==> config.mk <==
export PLATFORM = sky130hd
export DESIGN_NAME = aead_mode_ctrl
export DESIGN_NICKNAME = d
export VERILOG_FILES = /design/src/rtl/aead_pkg.sv /design/src/rtl/aead_cmd_dec.sv /design/src/rtl/aead_state_reg.sv /design/src/rtl/aead_cipher_hs.sv /design/src/rtl/aead_mode_ctrl.sv
export SDC_FILE = /design/constraint.sdc
export NUM_CORES = 1
export LEC_CHECK = 0
export BUFFER_PORTS_ARGS = -buffer_cell sky130_fd_sc_hd__buf_2
export CAP_MARGIN = 20
export CORE_AREA = 2 2 251 253
export CTS_CLUSTER_SIZE = 8
export DETAILED_ROUTE_END_ITERATION = 10
export DIE_AREA = 0 0 253 255
export HOLD_SLACK_MARGIN = 0.02
export PLACE_DENSITY = 0.54
export RECOVER_POWER = 100
export SYNTH_ARGS = -nofsm -noshare
export SYNTH_HDL_FRONTEND = slang
export SYNTH_SLANG_ARGS = --single-unit
==> constraint.sdc <==
create_clock -name clk -period 2.3 [get_ports clk]
set_clock_uncertainty 0.2 [all_clocks]
set_input_delay 0.115 -clock clk [delete_from_list [all_inputs] [get_ports clk]]
set_output_delay 0.115 -clock clk [all_outputs]
set_load 0.02 [all_outputs]
==> src/rtl/aead_pkg.sv <==
package aead_pkg;
  localparam int OP_W = 3;

  typedef enum logic [OP_W-1:0] {
    OP_ABSORB    = 3'd0,
    OP_OVERWRITE = 3'd1,
    OP_NONCE     = 3'd2,
    OP_CTEXT     = 3'd3,
    OP_TAG       = 3'd4
  } op_e;

  typedef struct packed {
    logic upd_xor;   // XOR block into upper half
    logic upd_copy;  // replace upper half by block
    logic upd_nonce; // XOR padded nonce into full state
    logic emit;      // produce an output block
    logic tag;       // produce the tag
    logic call;      // start a cipher call
  } dec_t;
endpackage

==> src/rtl/aead_cmd_dec.sv <==
module aead_cmd_dec
  import aead_pkg::*;
(
  input  logic            accept,
  input  logic [OP_W-1:0] op,
  output dec_t            dec
);
  always_comb begin
    dec = '0;
    if (accept) begin
      case (op_e'(op))
        OP_ABSORB:    begin dec.upd_xor  = 1'b1; dec.emit = 1'b1; dec.call = 1'b1; end
        OP_OVERWRITE: begin dec.upd_copy = 1'b1; dec.call = 1'b1; end
        OP_NONCE:     begin dec.upd_nonce = 1'b1; dec.call = 1'b1; end
        OP_CTEXT:     begin dec.upd_copy = 1'b1; dec.emit = 1'b1; dec.call = 1'b1; end
        OP_TAG:       dec.tag = 1'b1;
        default:      dec = '0;
      endcase
    end
  end
endmodule

==> src/rtl/aead_state_reg.sv <==
module aead_state_reg
  import aead_pkg::*;
#(
  parameter int ST_W    = 128,
  parameter int BLK_W   = 64,
  parameter int NONCE_W = 120,
  localparam int PAD_W  = ST_W - NONCE_W,
  parameter logic [PAD_W-1:0] NONCE_PAD = 8'hA5
) (
  input  logic               clk,
  input  logic               rst,
  input  dec_t               dec,
  input  logic [BLK_W-1:0]   blk,
  input  logic [NONCE_W-1:0] nonce,
  input  logic               load,
  input  logic [ST_W-1:0]    load_val,
  output logic [ST_W-1:0]    state
);
  localparam int LO_W = ST_W - BLK_W;

  logic [BLK_W-1:0] upper;
  logic [LO_W-1:0]  lower;
  assign upper = state[ST_W-1 -: BLK_W];
  assign lower = state[LO_W-1:0];

  always_ff @(posedge clk) begin
    if (rst)
      state <= '0;
    else if (load)
      state <= load_val;
    else if (dec.upd_xor)
      state <= {upper ^ blk, lower};
    else if (dec.upd_copy)
      state <= {blk, lower};
    else if (dec.upd_nonce)
      state <= state ^ {nonce, NONCE_PAD};
  end
endmodule

==> src/rtl/aead_cipher_hs.sv <==
module aead_cipher_hs (
  input  logic clk,
  input  logic rst,
  input  logic call,
  input  logic done,
  output logic busy,
  output logic start,
  output logic load
);
  assign load = busy & done;

  always_ff @(posedge clk) begin
    if (rst) begin
      busy  <= 1'b0;
      start <= 1'b0;
    end else begin
      start <= call;
      if (call)
        busy <= 1'b1;
      else if (load)
        busy <= 1'b0;
    end
  end

  AST_START_PULSE: assert property (@(posedge clk) disable iff (rst)
    start |=> !start);
endmodule

==> src/rtl/aead_mode_ctrl.sv <==
module aead_mode_ctrl
  import aead_pkg::*;
#(
  parameter int ST_W    = 128,
  parameter int BLK_W   = 64,
  parameter int NONCE_W = 120,
  localparam int PAD_W  = ST_W - NONCE_W,
  parameter logic [PAD_W-1:0] NONCE_PAD = 8'hA5
) (
  input  logic               clk,
  input  logic               rst,
  input  logic               cmd_valid,
  input  logic [OP_W-1:0]    cmd_op,
  input  logic [BLK_W-1:0]   cmd_data,
  input  logic [NONCE_W-1:0] cmd_nonce,
  output logic               cmd_ready,
  output logic               out_valid,
  output logic [BLK_W-1:0]   out_data,
  output logic               tag_valid,
  output logic [ST_W-1:0]    tag_data,
  output logic               ciph_start,
  output logic [ST_W-1:0]    ciph_in,
  input  logic               ciph_done,
  input  logic [ST_W-1:0]    ciph_out
);
  dec_t            dec;
  logic            busy;
  logic            load;
  logic [ST_W-1:0] state;

  assign cmd_ready = ~busy;
  assign ciph_in   = state;

  aead_cmd_dec u_dec (
    .accept (cmd_valid & cmd_ready),
    .op     (cmd_op),
    .dec    (dec)
  );

  aead_cipher_hs u_hs (
    .clk   (clk),
    .rst   (rst),
    .call  (dec.call),
    .done  (ciph_done),
    .busy  (busy),
    .start (ciph_start),
    .load  (load)
  );

  aead_state_reg #(
    .ST_W      (ST_W),
    .BLK_W     (BLK_W),
    .NONCE_W   (NONCE_W),
    .NONCE_PAD (NONCE_PAD)
  ) u_state (
    .clk      (clk),
    .rst      (rst),
    .dec      (dec),
    .blk      (cmd_data),
    .nonce    (cmd_nonce),
    .load     (load),
    .load_val (ciph_out),
    .state    (state)
  );

  always_ff @(posedge clk) begin
    if (rst) begin
      out_valid <= 1'b0;
      out_data  <= '0;
      tag_valid <= 1'b0;
      tag_data  <= '0;
    end else begin
      out_valid <= dec.emit;
      tag_valid <= dec.tag;
      if (dec.emit)
        out_data <= cmd_data ^ state[ST_W-1 -: BLK_W];
      if (dec.tag)
        tag_data <= state;
    end
  end

  AST_START_NOT_READY: assert property (@(posedge clk) disable iff (rst)
    ciph_start |-> !cmd_ready);
  AST_STATE_HELD_BUSY: assert property (@(posedge clk) disable iff (rst)
    (busy && !ciph_done) |=> $stable(state));
  AST_DONE_RELEASES: assert property (@(posedge clk) disable iff (rst)
    (busy && ciph_done) |=> (cmd_ready && state == $past(ciph_out)));
  AST_TAG_NO_CALL: assert property (@(posedge clk) disable iff (rst)
    tag_valid |-> !ciph_start);
  AST_TAG_OUT_EXCL: assert property (@(posedge clk) disable iff (rst)
    !(tag_valid && out_valid));
endmodule

* Yosys cells after proc, flatten, opt, wreduce, memory -nomap -nowiden
Index checks and enable logic that the tools add are counted.
** Operators by class
- Eq/ne operators :: 6
- Mux-type cells :: 13
- Bitwise logic cells :: 5
- Reduce and logical (&&, ||, !) cells :: 8
** Operators by type and width (number)
- $mux W128 :: 4
- $xor A128 B128 Y128 :: 1
- $xor A64 B64 Y64 :: 1
- $mux W1 :: 8
- $eq A3 B2 Y1 const B :: 2
- $mux W6 :: 1
- $ne A2 B1 Y1 const B :: 2
- $reduce_bool A2 Y1 :: 2
- $reduce_bool A4 Y1 :: 1
- $reduce_or A2 Y1 :: 2
- $reduce_or A4 Y1 :: 1
- $eq A3 B1 Y1 const B :: 1
- $eq A3 B3 Y1 const B :: 1
- $logic_not A3 Y1 :: 1
- $reduce_and A3 Y1 :: 1
- $and A1 B1 Y1 :: 2
- $not A1 Y1 :: 1
** Storage, ports and cells
- Bits in registers :: 324
- Input port bits :: 319
- Output and inout bits :: 324
- Logic and storage cells :: 40

* Longest topological paths before layout
Gate-level depths: netlist of the first run.
- Depth in word-level cells :: 8
- Depth in mapped cells :: 8
- Gate-level depth less buffers :: 4

* By module
From an unflattened synthesis of the first run, not the netlist that was laid out.
** Unflattened totals
- Cells, all modules :: 1933
- Area, all modules :: 18091.1 um^2
** By module, submodules not included
- aead_state_reg :: times used 1, cells an instance 1220, area each 10346.2 um^2, seq. area each 2562.5 um^2
- aead_mode_ctrl :: times used 1, cells an instance 697, area each 7612.3 um^2, seq. area each 3883.7 um^2
- aead_cipher_hs :: times used 1, cells an instance 7, area each 70.1 um^2, seq. area each 40.0 um^2
- aead_cmd_dec :: times used 1, cells an instance 9, area each 62.6 um^2, seq. area each 0.0 um^2

* Worst setup path after synthesis of the first run
No wires, ideal clock.
- Path kind :: register to register
- Start point :: register u_hs.busy
- End point :: register u_state.state[102]
- Library setup time :: 0.092 ns
- Data arrival time :: 1.594 ns
- Data required time :: 2.008 ns
- Slack :: 0.414 ns
- Cell stages (with the launch flop) :: 9
- Buffers on the path :: 4
- Clock period less this slack :: 1.886 ns
- Path through :: dfxtp_1 buf_6 or3_1 buf_2 buf_6 buf_6 a21oi_2 a311oi_1 o32ai_1
** Between the ends
- Word-level cells in the longest chain between the ends :: 6
- Elaborated cells between the ends (all ways) :: 8
- Classes of those cells :: mux (4); bitwise (3); reduce/logical (1)
** Ends and longest elaborated chain
- from (decl) :: RTL line aead_cipher_hs.sv:6 : output logic busy,
- from (signal assigned) :: RTL line aead_cipher_hs.sv:14 : busy <= 1'b0;
- from (signal assigned) :: RTL line aead_cipher_hs.sv:19 : busy <= 1'b1;
- from (signal assigned) :: RTL line aead_cipher_hs.sv:21 : busy <= 1'b0;
- $not A1 Y1 :: RTL line aead_mode_ctrl.sv:31 : assign cmd_ready = ~busy;
- $and A1 B1 Y1 :: RTL line aead_mode_ctrl.sv:35 : .accept (cmd_valid & cmd_ready),
- $mux W6 :: RTL line aead_cmd_dec.sv:10 : if (accept) begin
- $mux W128 :: RTL line aead_state_reg.sv:33 : else if (dec.upd_copy)
- $mux W128 :: RTL line aead_state_reg.sv:31 : else if (dec.upd_xor)
- $mux W128 :: RTL line aead_state_reg.sv:29 : else if (load)
- to (signal assigned) :: RTL line aead_state_reg.sv:30 : state <= load_val;
- to (signal assigned) :: RTL line aead_state_reg.sv:32 : state <= {upper ^ blk, lower};
- to (signal assigned) :: RTL line aead_state_reg.sv:34 : state <= {blk, lower};
- to (decl) :: RTL line aead_state_reg.sv:17 : output logic [ST_W-1:0] state
Several ways; a longest one is shown, not always the timed one. The select of a mux whose other input is x is not followed.
A chain may end at the register's enable or synchronous reset.

* Worst setup path in the final report of the first run
- Start point :: input cmd_op[2]
- End point :: register u_state.state[112]
** Between the ends
- Word-level cells in the longest chain between the ends :: 7
- Elaborated cells between the ends (all ways) :: 13
- Classes of those cells :: eq/ne (3); mux (7); reduce/logical (3)
** Ends and longest elaborated chain
- from (decl) :: RTL line aead_mode_ctrl.sv:13 : input logic [OP_W-1:0] cmd_op,
- $eq A3 B1 Y1 or $eq A3 B2 Y1 (tied branches) :: RTL line aead_cmd_dec.sv:11 : case (op_e'(op))
- $reduce_or A2 Y1 (no source line)
- $mux W1 :: RTL line aead_cmd_dec.sv:11
- $mux W6 * :: RTL line aead_cmd_dec.sv:10
- $mux W128 :: RTL line aead_state_reg.sv:33
- $mux W128 :: RTL line aead_state_reg.sv:31
- $mux W128 :: RTL line aead_state_reg.sv:29
Mark *: on every way between the ends. The rest lies on a longest branch, timed or not. The select of a mux whose other input is x is not followed.

==> results of run 1 <==
-- metrics by stage --
stage	hold WS [ns]	setup WS, ns	area, sq um	power [mW]
after floorplan	0.0510	0.414	18300	8.30
after global placement	0.164	0.305	22100	9.49
after detailed placement	0.169	0.240	22100	9.49
after CTS	0.0238	0.00480	27100	16.6
after global routing	0.0746	-0.0527	26700	17.1
final	0.0561	0.00777	26700	16.4
-- routing by layer --
metal / global-route usage / vias to the layer above
li1: - / 10443
met1: 0.306 / 10333
met2: 0.397 / 878
met3: 0.0471 / 131
met4: 0.0678 / 2
met5: 0 / -
-- worst max-delay path, cell delays in order --
cell	delay, ns
clkbuf_2	0.16
dlygate4sd3_1	0.61
nand2b_4	0.20
nor3_4	0.21
buf_8	0.29
o31ai_1	0.12
dlygate4sd3_1	0.58
o32ai_1	0.25
-- layout make-up --
class / instances / area [sq um]
diodes: 4 / 10.0
clock buffers: 53 / 1210
clock inverters: 5 / 86.3
fillers: 6469 / 35400
inverters: 61 / 236
multi-input cells: 1815 / 10300
flip-flops and latches: 324 / 6490
well taps: 799 / 1000
repair buffers: 1076 / 7360
-- cell families after synthesis --
| logic type | synth area share |
|---|---|
| compound gates | 0.307 |
| xor+xnor | 0.0593 |
| buf+inv | 0.0879 |
| flops | 0.354 |
| mux | 0.000547 |
| simple gates | 0.191 |
-- power by group through the flow --
stage | clock [mW] | sequential (mW) | combinational, mW
after floorplan | 0 | 6.52 | 1.79
after global placement | 0 | 6.52 | 2.97
after detailed placement | 0 | 6.51 | 2.98
after CTS | 6.63 | 6.40 | 3.52
after global routing | 6.86 | 6.46 | 3.78
final | 6.47 | 6.41 | 3.49
-- final timing paths --
| kind | startpoint | end | slack [ns] | depth (start not counted) |
|---|---|---|---|---|
| worst max-delay path | cmd_op[2] | u_state.state[112] | 0.008 | 8 |
| worst min-delay path | ciph_done | u_state.state[122] | 0.06 | 5 |
| worst max register to register | u_hs.busy | u_state.state[50] | 0.008 | 6 |
| worst min register to register | tag_data[55] | tag_data[55] | 0.25 | 2 |
-- state kept, by name, indices dropped and copies added (netlist names) --
register and cells:
tag_valid 1, tag_data 128, u_hs.busy 1, out_data 64, u_state.state 128, out_valid 1
u_hs.start 1
-- cells in the final DEF (no fill, tap or decap), types with 64 or more instances in the layout --
master / Yosys / routed
nor2_1: 134 / 134
buf_2: 41 / 316
nand2_1: 394 / 392
dlygate4sd3_1: 0 / 369
a21oi_1: 363 / 366
o31ai_1: 64 / 64
xnor2_1: 64 / 64
clkbuf_1: 161 / 327
a211oi_1: 68 / 68
o21ai_0: 236 / 236
nand3_1: 67 / 66
dfxtp_1: 324 / 323
-- what timing repair did --
action                     CTS  global route
hold endpoints to repair   323             0
setup buffers                0             4
setup endpoints to repair    0            34
resized for setup            0            10
hold buffers               370             0
==> flow_metrics.env, run 1 <==
export IMPL_portBuffers=642
export IMPL_ant_nets=0
export IMPL_met2_length_microns=39300
export IMPL_grt_setup_unrepaired="true"
export IMPL_grt_max_degree=130
export IMPL_worstPathArrival_ns=2.59
export IMPL_drc=0
export IMPL_min_path_type="in2reg"
export IMPL_worst_ep_required_time_ns=2.60
export IMPL_sequentialPowerShare=0.392
export IMPL_period_minus_slack_ns=2.29
export IMPL_clock_power_share=0.395
export IMPL_drv_cap=0
export IMPL_grt_pass1_wl_microns=121000
export IMPL_wl_met3_microns=5790
export IMPL_core_sq_um=62200
export IMPL_synth_area_leaders="dfxtp_1 35%, a21oi_1 9.9%, nand2_1 8.1%"
export IMPL_avgViaCountPerCell=5.27
export IMPL_synthFlopType="dfxtp_1"
export IMPL_dp_cells=3700
export IMPL_cts_root_buf="clkbuf_16"
export IMPL_worstSetupPathType="in2reg"
export IMPL_ys_async_sr_fraction=0
export IMPL_vdd_drop_max_mv=0.528
export IMPL_slew_headroom=0.353
export IMPL_syn_nets=2801
export IMPL_setup_viol=0
export IMPL_clk_pin_slew_ns=0.05
export IMPL_wire_per_inst_microns=19.9
export IMPL_slew_viol_final=0
export IMPL_ys_types=37
export IMPL_syn_inst=2482
export IMPL_place_congestion=0.833
export IMPL_syn_area_per_cell_sq_um=7.37
export IMPL_yosysTopAreaCellShare=0.354
export IMPL_cts_sinks=324
export IMPL_wl_met1_microns=35000
export IMPL_clock_latency_ns=0.59
export IMPL_synth_most_common_cell="nand2_1"
export IMPL_cts_buffer_depth=3
export IMPL_grt_usage=0.236
export IMPL_htreeDepth=2
export IMPL_p_per_area_nw_per_um2=613
export IMPL_netlist_top_cells_count="394 x nand2_1, 363 x a21oi_1, 324 x dfxtp_1, 236 x o21ai_0, 161 x clkbuf_1"
export IMPL_final_cells=4137
export IMPL_top_layer_used="met5"
export IMPL_drive_gt1_frac=0.139
export IMPL_finalHoldViolCount=0
export IMPL_crit_fanout=24
export IMPL_hpwl_microns=53100
export IMPL_dieArea_sq_um=64500
export IMPL_p_leak_nw=9.93
export IMPL_syn_area_sq_um=18300
export IMPL_synth_seq_area_share=0.354
export IMPL_yosys_warnings=0
export IMPL_p_sw_mw=5.24
export IMPL_overflow=0
export IMPL_switching_share=0.320
export IMPL_status="finished clean"
export IMPL_worst_pin_slew_ns=0.971
export IMPL_wl_microns=82100
export IMPL_antenna_found_initial=3
export IMPL_area_growth_syn_to_layout_pct=45.9
export IMPL_cts_tree="done"
export IMPL_grt_pass1_vias=20209
export IMPL_combinationalPowerShare=0.213
export IMPL_clock_fmax_ghz=0.436
export IMPL_vias=21787
export IMPL_cp_start_kind="input pin"
export IMPL_rows=92
export IMPL_yosysTopAreaCell="dfxtp_1"
export IMPL_fin_crit_sh=0.997
export IMPL_ios=643
export IMPL_drt_iter0_drc=1579
export IMPL_synth_edf_count=0
export IMPL_setup_tns_ns=0
export IMPL_die_w_microns=253
export IMPL_cts_buffers=47
export IMPL_die_h_microns=255
export IMPL_drtPass1Iterations=7
export IMPL_end_kind="flop"
export IMPL_fin_util=0.430
export IMPL_synth_seq_cells=324
export IMPL_initial_core_util=0.294
export IMPL_num_nets_final=3644
export IMPL_p_int_mw=11.1
No activity file was read; power rests on OpenSTA's default activity.
==> inputs of run 2 (changes only) <==
--- a/config.mk
+++ b/config.mk
@@ -7,12 +7,12 @@
 export LEC_CHECK = 0
 export BUFFER_PORTS_ARGS = -buffer_cell sky130_fd_sc_hd__buf_2
 export CAP_MARGIN = 20
-export CORE_AREA = 2 2 251 253
+export CORE_AREA = 4 4 245 247
 export CTS_CLUSTER_SIZE = 8
 export DETAILED_ROUTE_END_ITERATION = 10
-export DIE_AREA = 0 0 253 255
+export DIE_AREA = 0 0 249 251
 export HOLD_SLACK_MARGIN = 0.02
-export PLACE_DENSITY = 0.54
+export PLACE_DENSITY = 0.57
 export RECOVER_POWER = 100
 export SYNTH_ARGS = -nofsm -noshare
 export SYNTH_HDL_FRONTEND = slang
==> run 2 against run 1 <==
Cell area shrank 2.6%; clock power is essentially flat; largest cell class unchanged; global-route usage grew 1.9 points; first-iteration DRC count grew 19%; critical path type is now reg2reg; flip-flop and latch count is the same; highest routed layer unchanged.
==> flow_metrics.env, run 2 (same netlist as run 1, synthesis figures left out) <==
export IMPL_status="finished clean"
export IMPL_core_sq_um=57600
export IMPL_htreeDepth=2
export IMPL_grt_pass1_vias=22382
export IMPL_cp_start_kind="flop"
export IMPL_finalHoldViolCount=0
export IMPL_initial_core_util=0.318
export IMPL_critPathBufInv=2
export IMPL_setup_tns_ns=0
export IMPL_top_regs="tag_data x128, u_state.state x128, out_data x64"
export IMPL_drtPass1Iterations=6
export IMPL_cpMaxStageDelayCell="buf_6"
export IMPL_combinationalPowerShare=0.211
export IMPL_fin_worst_hold_slack_ns=0.0866
export IMPL_crit_family="compound AO/OA/AOI/OAI gates"
export IMPL_fill_cells=5865
export IMPL_fin_crit_sh=0.936
export IMPL_clock_latency_ns=0.59
export IMPL_end_kind="flop"
export IMPL_cts_tree="done"
export IMPL_layout_common_cells="392 x nand2_1, 365 x a21oi_1, 328 x clkbuf_1"
export IMPL_overflow=0
export IMPL_crit_top_cell="buf_6"
export IMPL_portBuffers=642
export IMPL_cts_root_buf="clkbuf_16"
export IMPL_p_total_mw=16.3
export IMPL_die_h_microns=251
export IMPL_p_per_area_nw_per_um2=626
export IMPL_place_congestion=0.899
export IMPL_worst_pin_slew_ns=0.793
export IMPL_cts_buffer_depth=3
export IMPL_slew_viol_final=0
export IMPL_pre_cts_ws_ns=0.250
export IMPL_period_minus_slack_ns=2.15
export IMPL_min_path_type="in2reg"
export IMPL_p_sw_mw=5.19
export IMPL_worst_path_largest_cell_delay_ns=0.43
export IMPL_fin_util=0.452
export IMPL_avgViaCountPerCell=5.50
export IMPL_antenna_found_initial=6
export IMPL_vdd_drop_max_mv=0.466
export IMPL_cts_sinks=324
export IMPL_worst_ep_required_time_ns=2.61
export IMPL_hpwl_microns=56500
export IMPL_grt_setup_unrepaired="false"
export IMPL_setup_viol=0
export IMPL_vias=22228
export IMPL_drt_iter0_drc=1882
export IMPL_crit_fanout=47
export IMPL_sequentialPowerShare=0.392
export IMPL_cts_buffers=47
export IMPL_ios=643
export IMPL_grt_max_degree=139
export IMPL_p_leak_nw=9.66
export IMPL_reg2reg_slack_ns=0.15
export IMPL_area_growth_syn_to_layout_pct=42.2
export IMPL_wire_per_inst_microns=21.1
export IMPL_worstPathArrival_ns=2.46
export IMPL_grt_usage=0.255
export IMPL_worstSetupPathType="reg2reg"
export IMPL_fin_ws_ns=0.147
export IMPL_dieArea_sq_um=62500
export IMPL_clock_fmax_ghz=0.464
export IMPL_drv_cap=0
export IMPL_clock_power_share=0.397
export IMPL_final_common_cell="nand2_1"
export IMPL_num_nets_final=3585
export IMPL_drc=0
export IMPL_ant_nets=0
export IMPL_drive_gt1_frac=0.137
export IMPL_wl_microns=85500
export IMPL_clk_pin_slew_ns=0.05
export IMPL_rows=88
export IMPL_slew_headroom=0.471
export IMPL_grt_pass1_wl_microns=129000
export IMPL_p_int_mw=11.1
export IMPL_path_cells="buf_6 -> buf_6 -> o21ai_0 -> a221oi_1 -> a41o_1"
export IMPL_switching_share=0.319
export IMPL_die_w_microns=249
run 2: cell types whose count changed in the layout (fill, tap and decap cells not counted), moves of 2 or more:
| cell | delta |
|---|---|
| buf_8 | -3 |
| o32ai_2 | -6 |
| dlygate4sd3_1 | -49 |
| o32ai_1 | +6 |
| buf_2 | -2 |
| diode_2 | +2 |
| clkbuf_8 | +2 |
| buf_12 | -2 |
| buf_4 | -3 |
| clkbuf_2 | +2 |
| clkbuf_4 | -3 |
run 2: power groups by stage:
stage               combinational, mW  sequential [mW]  clock (mW)
finish                           3.43             6.38        6.46
CTS                              3.48             6.36        6.62
floorplan                        1.79             6.52           0
global route                     3.71             6.43        6.83
detailed placement               3.02             6.48           0
global placement                 2.94             6.45           0
run 2: path summary, 6_finish.rpt:
path | from | end | cells past startpoint
max | u_hs.busy | u_state.state[124] | 5
min | cmd_op[1] | u_state.state[125] | 5
max reg2reg | u_hs.busy | u_state.state[124] | 5
min reg2reg | tag_data[19] | tag_data[19] | 2
run 2: routing by layer:
metal	global-route usage	vias to the layer above	wire length [microns]
li1	-	10313	-
met1	0.308	10581	34100
met2	0.439	1112	41400
met3	0.0550	220	6460
met4	0.112	2	3540
met5	0	-	8
run 2: stage by stage:
stage,instances,instance area [sq um]
2_1_floorplan,2482,18300
3_3_place_gp,3662,21900
3_5_place_dp,3662,21900
4_1_cts,4039,26400
5_1_grt,4044,26000
6_report,4045,26000
run 2: area by class of cell:
| cell class | count | area [sq um] | share of cell area |
|---|---|---|---|
| clock buffer | 53 | 1230 | 0.0472 |
| timing repair buffer | 1017 | 6720 | 0.258 |
| clock inverter | 4 | 81.3 | 0.00313 |
| tap | 765 | 957 | 0.0368 |
| inverter | 61 | 234 | 0.00899 |
| multi-input combinational | 1815 | 10300 | 0.396 |
| antenna | 6 | 15.0 | 0.000577 |
| sequential | 324 | 6490 | 0.249 |
run 2: timing repair:
item	CTS	global route
gates resized for setup	0	2
endpoints found under the hold margin	239	0
hold buffers	320	0
endpoints found under the setup margin	0	3
setup buffers	0	0
run 2: tightest hold or removal path, cell delays in order:
cell and delay, ns:
buf_4 0.13, nor3_4 0.07, nor3b_1 0.18, o31ai_1 0.10, a41o_1 0.23
==> inputs of run 3 (changes only) <==
--- a/config.mk
+++ b/config.mk
@@ -7,13 +7,14 @@
 export LEC_CHECK = 0
 export BUFFER_PORTS_ARGS = -buffer_cell sky130_fd_sc_hd__buf_2
 export CAP_MARGIN = 20
-export CORE_AREA = 4 4 245 247
+export CORE_AREA = 2 2 251 253
 export CTS_CLUSTER_SIZE = 8
 export DETAILED_ROUTE_END_ITERATION = 10
-export DIE_AREA = 0 0 249 251
+export DIE_AREA = 0 0 253 255
 export HOLD_SLACK_MARGIN = 0.02
-export PLACE_DENSITY = 0.57
+export PLACE_DENSITY = 0.54
 export RECOVER_POWER = 100
 export SYNTH_ARGS = -nofsm -noshare
 export SYNTH_HDL_FRONTEND = slang
 export SYNTH_SLANG_ARGS = --single-unit
+export TNS_END_PERCENT = 100
==> constraint.sdc (replaced) <==
create_clock -name clk -period 2.3 [get_ports clk]
set_clock_uncertainty 0.2 [all_clocks]
set_input_delay 0.23 -clock clk [delete_from_list [all_inputs] [get_ports clk]]
set_output_delay 0.23 -clock clk [all_outputs]
set_load 0.02 [all_outputs]
==> run 3 against run 2 <==
Total power grew 1.9%; worst hold slack lost 0.013 ns; clock-buffer cell count is the same; first-iteration DRC count is 15% lower; combinational power rose by 8.5%; global-route usage is 2.2 points lower; largest power group unchanged; utilization is 1.2 points lower; critical path depth grew 4; setup slack got worse by 0.14 ns; register-to-register slack got worse by 0.07 ns.
==> flow_metrics.env, run 3 (same netlist as run 1, synthesis figures left out) <==
export IMPL_drv_cap=0
export IMPL_grt_pass1_wl_microns=119000
export IMPL_min_path_type="in2reg"
export IMPL_cts_buffers=47
export IMPL_cts_root_buf="clkbuf_16"
export IMPL_wl_microns=83300
export IMPL_setup_viol=0
export IMPL_fin_worst_hold_slack_ns=0.0734
export IMPL_p_per_area_nw_per_um2=607
export IMPL_pre_cts_ws_ns=0.216
export IMPL_slew_headroom=0.584
export IMPL_grt_setup_unrepaired="true"
export IMPL_place_congestion=0.826
export IMPL_worstSetupPathType="in2reg"
export IMPL_hpwl_microns=53300
export IMPL_antenna_found_initial=4
export IMPL_area_growth_syn_to_layout_pct=49.2
export IMPL_ios=643
export IMPL_clock_power_share=0.390
export IMPL_p_leak_nw=10.4
export IMPL_drt_iter0_drc=1605
export IMPL_cts_buffer_depth=3
export IMPL_grt_usage=0.233
export IMPL_status="finished clean"
export IMPL_worst_pin_slew_ns=0.624
export IMPL_diodes=0
export IMPL_combinationalPowerShare=0.224
export IMPL_sequentialPowerShare=0.386
export IMPL_rows=92
export IMPL_die_w_microns=253
export IMPL_crit_fanout=10
export IMPL_cp_start_kind="input pin"
export IMPL_num_nets_final=3660
export IMPL_ant_nets=0
export IMPL_portBuffers=642
export IMPL_fin_ws_ns=0.00868
export IMPL_fill_cells=6412
export IMPL_overflow=0
export IMPL_vias=21917
export IMPL_end_kind="flop"
export IMPL_layout_common_cells="392 x nand2_1, 381 x buf_2, 362 x a21oi_1"
export IMPL_p_int_mw=11.3
export IMPL_cts_sinks=324
export IMPL_drc=0
export IMPL_final_common_cell="nand2_1"
export IMPL_slew_viol_final=0
export IMPL_clk_pin_slew_ns=0.06
export IMPL_core_sq_um=62200
export IMPL_worst_ep_required_time_ns=2.61
export IMPL_drive_gt1_frac=0.176
export IMPL_clock_latency_ns=0.59
export IMPL_htreeDepth=2
export IMPL_clock_fmax_ghz=0.436
export IMPL_period_minus_slack_ns=2.29
export IMPL_top_regs="tag_data x128, u_state.state x128, out_data x64"
export IMPL_grt_pass1_vias=20190
export IMPL_initial_core_util=0.294
export IMPL_dieArea_sq_um=64500
export IMPL_fin_crit_sh=0.996
export IMPL_wire_per_inst_microns=20.1
export IMPL_drtPass1Iterations=5
export IMPL_grt_max_degree=95
export IMPL_avgViaCountPerCell=5.28
export IMPL_worstPathArrival_ns=2.60
export IMPL_die_h_microns=255
export IMPL_p_sw_mw=5.29
export IMPL_switching_share=0.319
export IMPL_finalHoldViolCount=0
export IMPL_vdd_drop_max_mv=0.475
export IMPL_cts_tree="done"
[run 3: cell count changes in the layout (fill, tap and decap cells not counted), moves of 4 or more]
cell	delta
clkbuf_2	-4
dlygate4sd3_1	+35
o32ai_1	-36
o32ai_2	+36
buf_12	+9
buf_2	+67
buf_4	+22
clkbuf_16	+5
buf_6	+4
diode_2	-6
clkbuf_1	-65
[run 3: path summary, 6_finish.rpt]
check,depth (start not counted),slack (ns),to,from
min reg2reg,2,0.25,tag_data[62],tag_data[62]
max reg2reg,6,0.08,u_state.state[89],u_hs.busy
max,9,0.009,u_state.state[89],cmd_op[1]
min,4,0.07,u_state.state[64],cmd_valid
[run 3: final cells by class]
| cell class | count | area (sq um) | share of cell area |
|---|---|---|---|
| clock buffer | 53 | 1220 | 0.0446 |
| timing repair buffer | 1092 | 7740 | 0.283 |
| multi-input combinational | 1815 | 10600 | 0.387 |
| sequential | 324 | 6490 | 0.238 |
| inverter | 61 | 241 | 0.00884 |
| tap | 799 | 1000 | 0.0366 |
| clock inverter | 4 | 56.3 | 0.00206 |
[run 3: repair_timing]
action	4_1_cts	5_1_grt
hold endpoints to repair	262	0
gates cloned	1	8
hold buffers	368	0
resized for setup	3	44
buffers inserted	0	19
endpoints found under the setup margin	1	45
pin swaps	0	3
[run 3: through the flow]
step	TNS, ns	cell area [sq um]	power, mW	cells	util
CTS	0	27200	16.6	4133	0.437
finish	0	27300	16.6	4148	0.439
floorplan	0	18300	8.30	2482	-
detailed placement	0	22200	9.49	3708	0.357
global placement	0	22200	9.50	3708	0.357
global route	-0.150	27300	17.3	4148	0.439
[run 3: worst max-delay path, stage by stage]
cell,delay [ns]
dlygate4sd3_1,0.56
buf_6,0.16
nor2b_4,0.14
nor3_4,0.20
buf_6,0.21
clkbuf_16,0.20
o31ai_1,0.07
dlygate4sd3_1,0.59
o32ai_2,0.23
[run 3: power groups by stage]
stage | Combinational, mW | Clock [mW] | Sequential [mW]
floorplan | 1.79 | 0 | 6.52
global placement | 2.98 | 0 | 6.51
detailed placement | 2.99 | 0 | 6.51
CTS | 3.57 | 6.63 | 6.39
global route | 4.02 | 6.83 | 6.45
finish | 3.72 | 6.46 | 6.40
[run 3: routing by layer]
metal	vias to the layer above	global-route usage	share of wire
met4	6	0.0818	0.029
met5	-	0	0.00043
met1	10405	0.311	0.43
met3	156	0.0416	0.066
li1	10483	-	-
met2	867	0.378	0.47
